$ cat src/rtl/mant_pkg.sv
package mant_pkg;
  localparam int W64    = 64;
  localparam int EXP_W  = 11;
  localparam int FRAC_W = 52;
  localparam int LZ_W   = $clog2(FRAC_W + 1);

  localparam logic [EXP_W-1:0] EXP_ONE  = 11'h3FF;
  localparam logic [EXP_W-1:0] EXP_HALF = 11'h3FE;
  localparam logic [EXP_W-1:0] EXP_MAX  = 11'h7FF;

  localparam logic [W64-1:0] DEF_QNAN = 64'hFFF8_0000_0000_0000;
  localparam logic [W64-1:0] POS_ONE  = 64'h3FF0_0000_0000_0000;
  localparam logic [W64-1:0] NEG_ONE  = 64'hBFF0_0000_0000_0000;

  typedef enum logic [1:0] {
    IV_ONE_TWO  = 2'd0,
    IV_HALF_TWO = 2'd1,
    IV_HALF_ONE = 2'd2,
    IV_3Q_3H    = 2'd3
  } intv_e;

  typedef struct packed {
    logic inv;
    logic den;
  } lane_flags_t;
endpackage

$ cat src/rtl/mant_lzc.sv
module mant_lzc #(
  parameter int WIDTH = 52,
  localparam int CNT_W = $clog2(WIDTH + 1)
) (
  input  logic [WIDTH-1:0] vec_i,
  output logic [CNT_W-1:0] cnt_o
);
  always_comb begin
    cnt_o = CNT_W'(WIDTH);
    // highest set bit wins, as it is visited last
    for (int i = 0; i < WIDTH; i++) begin
      if (vec_i[i]) cnt_o = CNT_W'(WIDTH - 1 - i);
    end
  end
endmodule

$ cat src/rtl/mant_lane.sv
module mant_lane
  import mant_pkg::*;
(
  input  logic [W64-1:0] src_i,
  input  logic [1:0]     intv_i,
  input  logic [1:0]     sc_i,
  output logic [W64-1:0] res_o,
  output lane_flags_t    flags_o
);
  logic              sgn;
  logic [EXP_W-1:0]  ex;
  logic [FRAC_W-1:0] fr;
  assign {sgn, ex, fr} = src_i;

  logic fr_zero, is_nan, is_snan, is_inf, is_zero, is_sub;
  assign fr_zero = (fr == '0);
  assign is_nan  = (ex == EXP_MAX) && !fr_zero;
  assign is_snan = is_nan && !fr[FRAC_W-1];
  assign is_inf  = (ex == EXP_MAX) && fr_zero;
  assign is_zero = (ex == '0) && fr_zero;
  assign is_sub  = (ex == '0) && !fr_zero;

  logic [LZ_W-1:0] lz;
  mant_lzc #(.WIDTH(FRAC_W)) u_lzc (
    .vec_i(fr),
    .cnt_o(lz)
  );

  // subnormal: shift past leading one; effective biased exponent = -lz
  logic [LZ_W:0]     sh;
  logic [FRAC_W-1:0] fr_n;
  logic              exp_even;
  assign sh       = {1'b0, lz} + (LZ_W+1)'(1);
  assign fr_n     = is_sub ? (fr << sh) : fr;
  assign exp_even = is_sub ? ~lz[0] : ~ex[0];

  intv_e iv;
  logic  k_neg;
  assign iv = intv_e'(intv_i);

  always_comb begin
    unique case (iv)
      IV_ONE_TWO:  k_neg = 1'b0;
      IV_HALF_TWO: k_neg = exp_even;
      IV_HALF_ONE: k_neg = 1'b1;
      IV_3Q_3H:    k_neg = fr_n[FRAC_W-1];
      default:     k_neg = 1'b0;
    endcase
  end

  always_comb begin
    flags_o.den = is_sub;
    flags_o.inv = 1'b0;
    if (is_nan) begin
      res_o       = src_i | (W64'(1) << (FRAC_W - 1));
      flags_o.inv = is_snan;
    end else if (sgn && sc_i[1] && !is_zero) begin
      res_o       = DEF_QNAN;
      flags_o.inv = 1'b1;
    end else if (is_inf || is_zero) begin
      res_o = (sgn && !sc_i[0]) ? NEG_ONE : POS_ONE;
    end else begin
      res_o = {sgn & ~sc_i[0], (k_neg ? EXP_HALF : EXP_ONE), fr_n};
    end
  end
endmodule

$ cat src/rtl/mant_vec.sv
module mant_vec
  import mant_pkg::*;
#(
  parameter int LANES   = 8,
  parameter bit REG_OUT = 1'b1,
  localparam int DW     = LANES * W64
) (
  input  logic             clk_i,
  input  logic             rst_ni,
  input  logic             valid_i,
  input  logic [3:0]       imm_i,
  input  logic [1:0]       vl_sel_i,
  input  logic             mask_en_i,
  input  logic             zero_mask_i,
  input  logic             bcast_i,
  input  logic [LANES-1:0] mask_i,
  input  logic [DW-1:0]    src_i,
  input  logic [DW-1:0]    old_i,
  output logic             valid_o,
  output logic [DW-1:0]    dst_o,
  output logic             inv_o,
  output logic             den_o
);
  localparam int CNT_W = $clog2(LANES) + 4;

  logic [CNT_W-1:0] lane_cnt;
  assign lane_cnt = CNT_W'(2) << vl_sel_i;

  logic [DW-1:0]    dst_d;
  logic [LANES-1:0] inv_v, den_v;

  for (genvar j = 0; j < LANES; j++) begin : g_lane
    logic [W64-1:0] l_src, l_res, l_old;
    lane_flags_t    l_flg;
    logic           l_act, l_en;

    assign l_src = bcast_i ? src_i[W64-1:0] : src_i[j*W64 +: W64];
    assign l_old = old_i[j*W64 +: W64];
    assign l_act = (lane_cnt > CNT_W'(j));
    assign l_en  = l_act && (!mask_en_i || mask_i[j]);

    mant_lane u_lane (
      .src_i  (l_src),
      .intv_i (imm_i[1:0]),
      .sc_i   (imm_i[3:2]),
      .res_o  (l_res),
      .flags_o(l_flg)
    );

    always_comb begin
      if (!l_act)           dst_d[j*W64 +: W64] = '0;
      else if (l_en)        dst_d[j*W64 +: W64] = l_res;
      else if (zero_mask_i) dst_d[j*W64 +: W64] = '0;
      else                  dst_d[j*W64 +: W64] = l_old;
    end

    assign inv_v[j] = l_en & l_flg.inv;
    assign den_v[j] = l_en & l_flg.den;
  end

  if (REG_OUT) begin : g_reg
    always_ff @(posedge clk_i or negedge rst_ni) begin
      if (!rst_ni) begin
        valid_o <= 1'b0;
        dst_o   <= '0;
        inv_o   <= 1'b0;
        den_o   <= 1'b0;
      end else begin
        valid_o <= valid_i;
        if (valid_i) begin
          dst_o <= dst_d;
          inv_o <= |inv_v;
          den_o <= |den_v;
        end
      end
    end
  end else begin : g_comb
    assign valid_o = valid_i;
    assign dst_o   = dst_d;
    assign inv_o   = |inv_v;
    assign den_o   = |den_v;
  end
endmodule

$ cat config.mk
export PLATFORM = sky130hd
export DESIGN_NAME = mant_vec
export DESIGN_NICKNAME = d
export VERILOG_FILES = /design/src/rtl/mant_pkg.sv /design/src/rtl/mant_lzc.sv /design/src/rtl/mant_lane.sv /design/src/rtl/mant_vec.sv
export SDC_FILE = /design/constraint.sdc
export NUM_CORES = 2
export LEC_CHECK = 0
export ABC_AREA = 0
export BUFFER_PORTS_ARGS = -buffer_cell sky130_fd_sc_hd__buf_2
export CAP_MARGIN = 20
export CORE_AREA = 3 3 609 611
export CTS_CLUSTER_DIAMETER = 100
export DETAILED_ROUTE_END_ITERATION = 12
export DIE_AREA = 0 0 612 614
export PLACE_DENSITY = 0.41
export SLEW_MARGIN = 20
export SYNTH_ARGS = -nofsm -noshare
export SYNTH_HDL_FRONTEND = slang
export SYNTH_SLANG_ARGS = --single-unit
$ cat constraint.sdc
create_clock -name clk_i -period 2.25 [get_ports clk_i]
set_clock_uncertainty 0.2 [all_clocks]
set_input_delay 0.1125 -clock clk_i [delete_from_list [all_inputs] [get_ports clk_i]]
set_output_delay 0.1125 -clock clk_i [all_outputs]
set_load 0.02 [all_outputs]
Yosys cells after proc, flatten, opt, wreduce, memory -nomap -nowiden
Index checks and enable logic that the tools add are counted.
{ "totals": {"output_inout_bits": 515, "in_bits": 1044, "elab_cells": 741, "ram_bits": 0, "n_memories": 0, "latchBits": 0, "mem_bits_ro": 0, "ff_bits": 515} }
{ "op_classes": {"bitwise_logic": 41, "n_reduce_logical": 133, "muxes": 527, "eq_ne": 11, "div_mod_pow": 0, "add_sub_neg": 8, "n_shift": 9, "magnitude_cmp": 8, "multipliers": 0} }
{ "ops": {"columns": ["cell", "n"], "rows": [
  ["2-to-1 mux 64 bit", 63],
  ["2-to-1 mux 6 bit", 408],
  ["logical NOT 52 bit", 8],
  ["2-to-1 mux 52 bit", 8],
  ["<< shifter 52 x 7 -> 52 bit", 8],
  ["equality test 11 bit, second input constant", 8],
  ["logical NOT 11 bit", 8],
  ["logical AND 1 bit", 72],
  ["adder 6 x 1 -> 7 bit, second input constant", 8],
  ["2-to-1 mux 1 bit", 32],
  ["case mux 1 bit (4 select lines)", 8],
  ["> comparator 7 x 3 -> 1 bit, second input constant", 4],
  ["logical NOT 1 bit", 26],
  ["bitwise AND 1 bit", 24],
  ["2-to-1 mux 3 bit", 8],
  ["inverter 1 bit", 17],
  ["logical OR 1 bit", 16],
  ["OR reduction 8 bit", 2],
  ["> comparator 7 x 1 -> 1 bit, second input constant", 2],
  ["> comparator 7 x 2 -> 1 bit, second input constant", 2],
  ["<< shifter 2 x 2 -> 7 bit, first input constant", 1],
  ["equality test 2 bit, second input constant", 2],
  ["equality test 2 x 1 -> 1 bit, second input constant", 1],
  ["logical NOT 2 bit", 1]
]} }

Logic depth before layout (Yosys ltp)
{ "logic_depth": {"ltp_word": 63, "ltp_mapped": 31} }

Cells and area by module
Synthesis repeated with hierarchy kept, for this count alone.
{ "unflattened": {"cells_unflattened": 9153, "hier_area_um2": 67458.4} }
{ "by_module_without_submodules": {"columns": ["mod", "cells_per_inst", "n_inst", "area_per_inst_um2"], "rows": [
  ["mant_lane", 544, 8, 4056.4],
  ["mant_vec", 3897, 1, 30002.5],
  ["mant_lzc", 113, 8, 625.6]
]} }

Least setup slack after synthesis
OpenSTA, ideal clock, no wires.
{ "synth_path": {"path_type": "input -> register", "start": "input port bcast_i", "end": "register dst_o[230]", "path_buffers": 12, "slack_ps": -3919, "setup_time_ps": 132, "t_required_ps": 1918, "path_stages": 26, "t_arrival_ps": 5837, "path_cell_list": "buf_6 buf_6 buf_6 buf_6 buf_6 nor4_1 nor2_1 a221o_1 a311oi_1 and4bb_2 or2_1 inv_1 buf_2 buf_2 buf_2 ha_1 clkbuf_1 buf_1 buf_1 clkbuf_1 mux4_2 mux2_2 mux2i_1 o21ai_0 a2111oi_0 nor2_1"} }
{ "synth_between": {"elab_chain_cells": 61} }
{ "synth_rtl": {"columns": ["element", "line", "rtl"], "rows": [
  ["from (decl)", "mant_vec.sv:15", "input logic bcast_i,"],
  ["2-to-1 mux 64 bit (*)", "mant_vec.sv:37", "assign l_src = bcast_i ? src_i[W64-1:0] : src_i[j*W64 +: W64];"],
  ["2-to-1 mux 3 bit", "mant_lzc.sv:12", "if (vec_i[i]) cnt_o = CNT_W'(WIDTH - 1 - i);"],
  ["2-to-1 mux 6 bit (51 in series)", "mant_lzc.sv:12", null],
  ["adder 6 x 1 -> 7 bit", "mant_lane.sv:33", "assign sh = {1'b0, lz} + (LZ_W+1)'(1);"],
  ["<< shifter 52 x 7 -> 52 bit", "mant_lane.sv:34", "assign fr_n = is_sub ? (fr << sh) : fr;"],
  ["2-to-1 mux 52 bit", "mant_lane.sv:34", null],
  ["2-to-1 mux 64 bit", "mant_lane.sv:60", "end else if (is_inf || is_zero) begin"],
  ["2-to-1 mux 64 bit", "mant_lane.sv:57", "end else if (sgn && sc_i[1] && !is_zero) begin"],
  ["2-to-1 mux 64 bit (*)", "mant_lane.sv:54", "if (is_nan) begin"],
  ["2-to-1 mux 64 bit (*)", "mant_vec.sv:52", "else if (l_en) dst_d[j*W64 +: W64] = l_res;"],
  ["2-to-1 mux 64 bit (*)", "mant_vec.sv:51", "if (!l_act) dst_d[j*W64 +: W64] = '0;"],
  ["to (signal assigned)", "mant_vec.sv:71", "dst_o <= dst_d;"],
  ["to (decl)", "mant_vec.sv:20", "output logic [DW-1:0] dst_o,"]
]} }
Every way passes the cells marked *; elsewhere a longest branch is shown, timed or not.
A chain may end at the register's enable or synchronous reset.

Worst setup path after layout
{ "layout_path": {"start": "input port src_i[45]", "end": "register dst_o[413]"} }
{ "layout_between": {"elab_chain_cells": 16} }
{ "layout_rtl": {"columns": ["element", "line", "rtl"], "rows": [
  ["from (decl)", "mant_vec.sv:17", "input logic [DW-1:0] src_i,"],
  ["2-to-1 mux 64 bit (*)", "mant_vec.sv:37", null],
  ["2-to-1 mux 6 bit (7 in series)", "mant_lzc.sv:12", null],
  ["adder 6 x 1 -> 7 bit", "mant_lane.sv:33", null],
  ["<< shifter 52 x 7 -> 52 bit", "mant_lane.sv:34", null],
  ["2-to-1 mux 52 bit", "mant_lane.sv:34", null],
  ["2-to-1 mux 64 bit", "mant_lane.sv:60", null],
  ["2-to-1 mux 64 bit", "mant_lane.sv:57", null],
  ["2-to-1 mux 64 bit (*)", "mant_lane.sv:54", null],
  ["2-to-1 mux 64 bit (*)", "mant_vec.sv:52", null],
  ["2-to-1 mux 64 bit (*)", "mant_vec.sv:51", null]
]} }
Marked as above.

==> impl_metrics.py <==
metrics = {
    "status": {
        "status": "finished, violations left",
        "violations": "hold timing, setup timing",
    },
    "global_routing": {
        "grt_first_pass_wirelength_um": 983000,
        "grt-ovfl-total": 0,
        "grt_usage_pct": 38.6,
        "antenna_found_initial": 351,
        "first_global_vias": 103899,
        "grt_max_degree": 76,
    },
    "worst_hold_path": {
        "holdCritPathClass": "input port to flip-flop",
    },
    "final_layout": {
        "fin_util_pct": 37.2,
        "seq_area_um2": 12900,
        "num-fill-cells": 38668,
        "area_growth_pct": 101,
        "stdcell_count": 19943,
        "layout-drive-gt1-share_pct": 50.6,
        "multi_input_area_um2": 58200,
        "fin_nets": 15768,
    },
    "die": {
        "die_area_um2": 376000,
        "core_area_um2": 366000,
        "die_y_um": 614,
        "initial_core_util_pct": 18.5,
        "io_pins": 1559,
        "die_x_um": 612,
        "rows": 222,
    },
    "synth": {
        "synthMuxAreaShare_pct": 22.0,
        "yosys.area.top_type_share_pct": 19.0,
        "synthAdderAreaFrac_pct": 0.148,
        "netlist_instances": 8769,
        "synthesis.nets": 9821,
        "synth-simple-area-share_pct": 18.4,
        "syn_area_per_cell_um2": 7.73,
        "synthXorXnorAreaFrac_pct": 0.696,
        "ys.flop_type": "dfrtp_1",
        "yosys.area.top_type": "dfrtp_1",
        "synth_top_family_by_area": "compound AO/OA/AOI/OAI gates",
        "synth.yosys.seq_area_share_pct": 19.0,
        "yosys_warnings": 0,
        "syn-cell-area_um2": 67800,
        "ys_ff_latch": 515,
        "ys_async_sr_fraction_pct": 100,
        "synth_compound_gate_area_share_pct": 32.6,
        "ys_top_cells_by_area": "dfrtp_1, mux2i_1, mux4_2, a21oi_1, nor2_1",
        "synth_edf_count": 0,
        "yosysUniqueCellTypes": 127,
    },
    "setup_path": {
        "critPathKind": "input port to flip-flop",
        "crit_path_max_fanout": 6,
        "critPathRequiredTime_ns": 2.70,
        "crit_arrival_ns": 4.81,
        "crit_path_start_kind": "input port",
        "endpoint_kind": "flip-flop",
    },
    "timing": {
        "holdWs_ns": -0.0825,
        "slew-limit-headroom_pct": 5.23,
        "period_share_pct": 194,
        "fmax_ghz": 0.229,
        "worst_pin_slew_ns": 1.41,
        "setup_viol": 504,
        "slew_violations": 0,
        "hold_viol_final": 2,
        "rsz0062_at_grt": "true",
        "min_period_ns": 4.36,
        "finalWorstSetupSlack_ns": -2.11,
    },
    "power_and_ir_drop": {
        "leakage_nw": 60.8,
        "power_density_nw_per_um2": 502,
        "total_power_w": 0.0682,
        "vdd_drop_max_uv": 478,
    },
    "clock_network": {
        "cts_sinks": 515,
        "cts_buffers": 78,
        "cts_tree": "yes",
        "path_clk_slew_ns": 0.06,
        "clockBufferDepth": 4,
        "clock_latency_ns": 0.75,
        "root_buffer": "clkbuf_16",
        "htree_levels": 3,
    },
    "placement": {
        "gp_congestion": 1.06,
        "portBuffers": 1558,
        "hpwlAfterDp_um": 649000,
        "place_inst": 18103,
    },
    "detailed_routing": {
        "drc_errors": 0,
        "vias": 109295,
        "routed_wl_um": 765000,
        "drtIter0Drc": 12424,
        "drtPass1Iterations": 6,
        "via_per_inst": 5.48,
        "drtAntennaViolNets": 0,
        "avgRoutedWirePerCell_um": 38.4,
    },
    "job": {
        "maxCapViolations": 0,
    },
}
stage by stage:
stage | worst slack [ns] | TNS [ns] | hold slack, ns | cell area, um2
6_report | -2.11 | -765.48 | -0.0825 | 136000
5_1_grt | -2.18 | -798.54 | -0.0510 | 136000
4_1_cts | -2.07 | -772.31 | -0.154 | 128000
3_5_place_dp | -3.67 | -1292.26 | 0.0476 | 110000
3_3_place_gp | -3.59 | -1295.84 | 0.0465 | 110000
2_1_floorplan | -2.80 | -1012.35 | -0.383 | 68900
state kept, by name, summed over array words and instances, names as in the netlist:
| register | cells |
|---|---|
| den_o | 1 |
| dst_o | 512 |
| valid_o | 1 |
| inv_o | 1 |
cells in the mapped netlist, drive strengths merged (36+ instances only):
master,instances
inv,284
o22ai,162
nand4,42
nor3,357
a22oi,116
or3,69
nor3b,45
nand3,143
o32ai,68
o2bb2ai,146
nor2,804
o211ai,95
a211oi,143
o21ai,612
mux4,260
a31oi,113
a221o,67
mux2i,636
o31ai,68
nand2,712
nand2b,62
and3,64
and2,60
or2,38
a21oi,928
nor4,69
buf,302
a21boi,117
mux2,236
a22o,36
a21o,112
nor2b,110
dfrtp,515
o221ai,83
a221oi,96
clkbuf,518
timing repair:
| item | in CTS | in global routing |
|---|---|---|
| resized for setup | 655 | 1230 |
| hold buffers | 1068 | 1 |
| gates cloned | 15 | 10 |
| buffers inserted | 98 | 207 |
| hold endpoints to repair | 1029 | 2 |
| endpoints found under the setup margin | 442 | 504 |
| pin swaps | 153 | 372 |
cells by family after synthesis:
family                     Yosys count
AOI/OAI and AO/OA                 3324
xor gates and xnor gates            41
adders and majority gates            8
buffers and inverters             1108
DFF                                515
muxes                             1132
and+or+nand+nor                   2641
power breakdown:
| part | total (W) | switching (W) | internal, W |
|---|---|---|---|
| Clock | 0.0130 | 0.00544 | 0.00761 |
| Combinational | 0.0441 | 0.0242 | 0.0199 |
| Sequential | 0.0110 | 0.000754 | 0.0102 |
placed cells by master, fill, tap and decap left out, types with 90 or more instances in the layout:
master            n
buf_2          1532
mux2i_1         428
diode_2         355
a21oi_1         779
mux2_2          165
a21o_1          111
o21ai_1          92
o2bb2ai_1       140
mux2i_2          98
mux4_2          260
a22oi_1          99
a21oi_2         117
o21ai_0         457
nand3_1         134
buf_6           224
dfrtp_1         515
o22ai_1         136
a211oi_1         90
nor2b_1         101
dlygate4sd3_1  1068
o211ai_1         94
buf_4          3521
nor3_1          292
mux2i_4         110
inv_1           267
a31oi_1          92
nand2_1         641
nor2_1          722
buf_12          275
path summary, 6_finish.rpt:
kind | from | end | slack, ns | cells after the start
worst max register to register | dst_o[289] | dst_o[289] | 0.50 | 4
min in group asynchronous | rst_ni | dst_o[283] | 0.26 | 3
worst min-delay path | src_i[380] | dst_o[361] | -0.08 | 7
worst min register to register | dst_o[52] | dst_o[52] | 0.28 | 2
worst max-delay path | src_i[45] | dst_o[413] | -2.11 | 23
max in group asynchronous | rst_ni | dst_o[36] | 1.27 | 3
layout make-up:
| cell class | count | area share (%) |
|---|---|---|
| Sequential cell | 515 | 9.48 |
| Timing Repair Buffer | 6686 | 39.8 |
| Antenna cell | 355 | 0.654 |
| Inverter | 288 | 0.861 |
| Tap cell | 4816 | 4.43 |
| Clock inverter | 34 | 0.279 |
| Clock buffer | 102 | 1.62 |
| Multi-Input combinational cell | 7147 | 42.8 |
worst max-delay path, cell delays in order:
cell	delay [ns]
buf_6	0.14
nor3b_4	0.26
buf_6	0.14
nor2_4	0.03
or4_4	0.54
or3_1	0.33
o211ai_1	0.35
a311oi_2	0.19
ha_4	0.20
a21o_1	0.18
o211ai_4	0.20
buf_6	0.16
buf_12	0.14
mux2i_4	0.25
buf_6	0.13
inv_2	0.03
mux4_2	0.55
buf_6	0.16
mux2i_4	0.23
buf_6	0.14
o221ai_2	0.08
a21oi_2	0.17
o32ai_1	0.09
routing by layer:
metal  vias up  global-route usage [%]  wire [um]
li1      46092                       -          -
met3      1744                    6.90      57100
met4        54                    32.3      72900
met2      6310                    58.8     335000
met1     55095                    47.2     300000
met5         -                       0        373
Note: power is estimated with default switching activity, not from simulation.
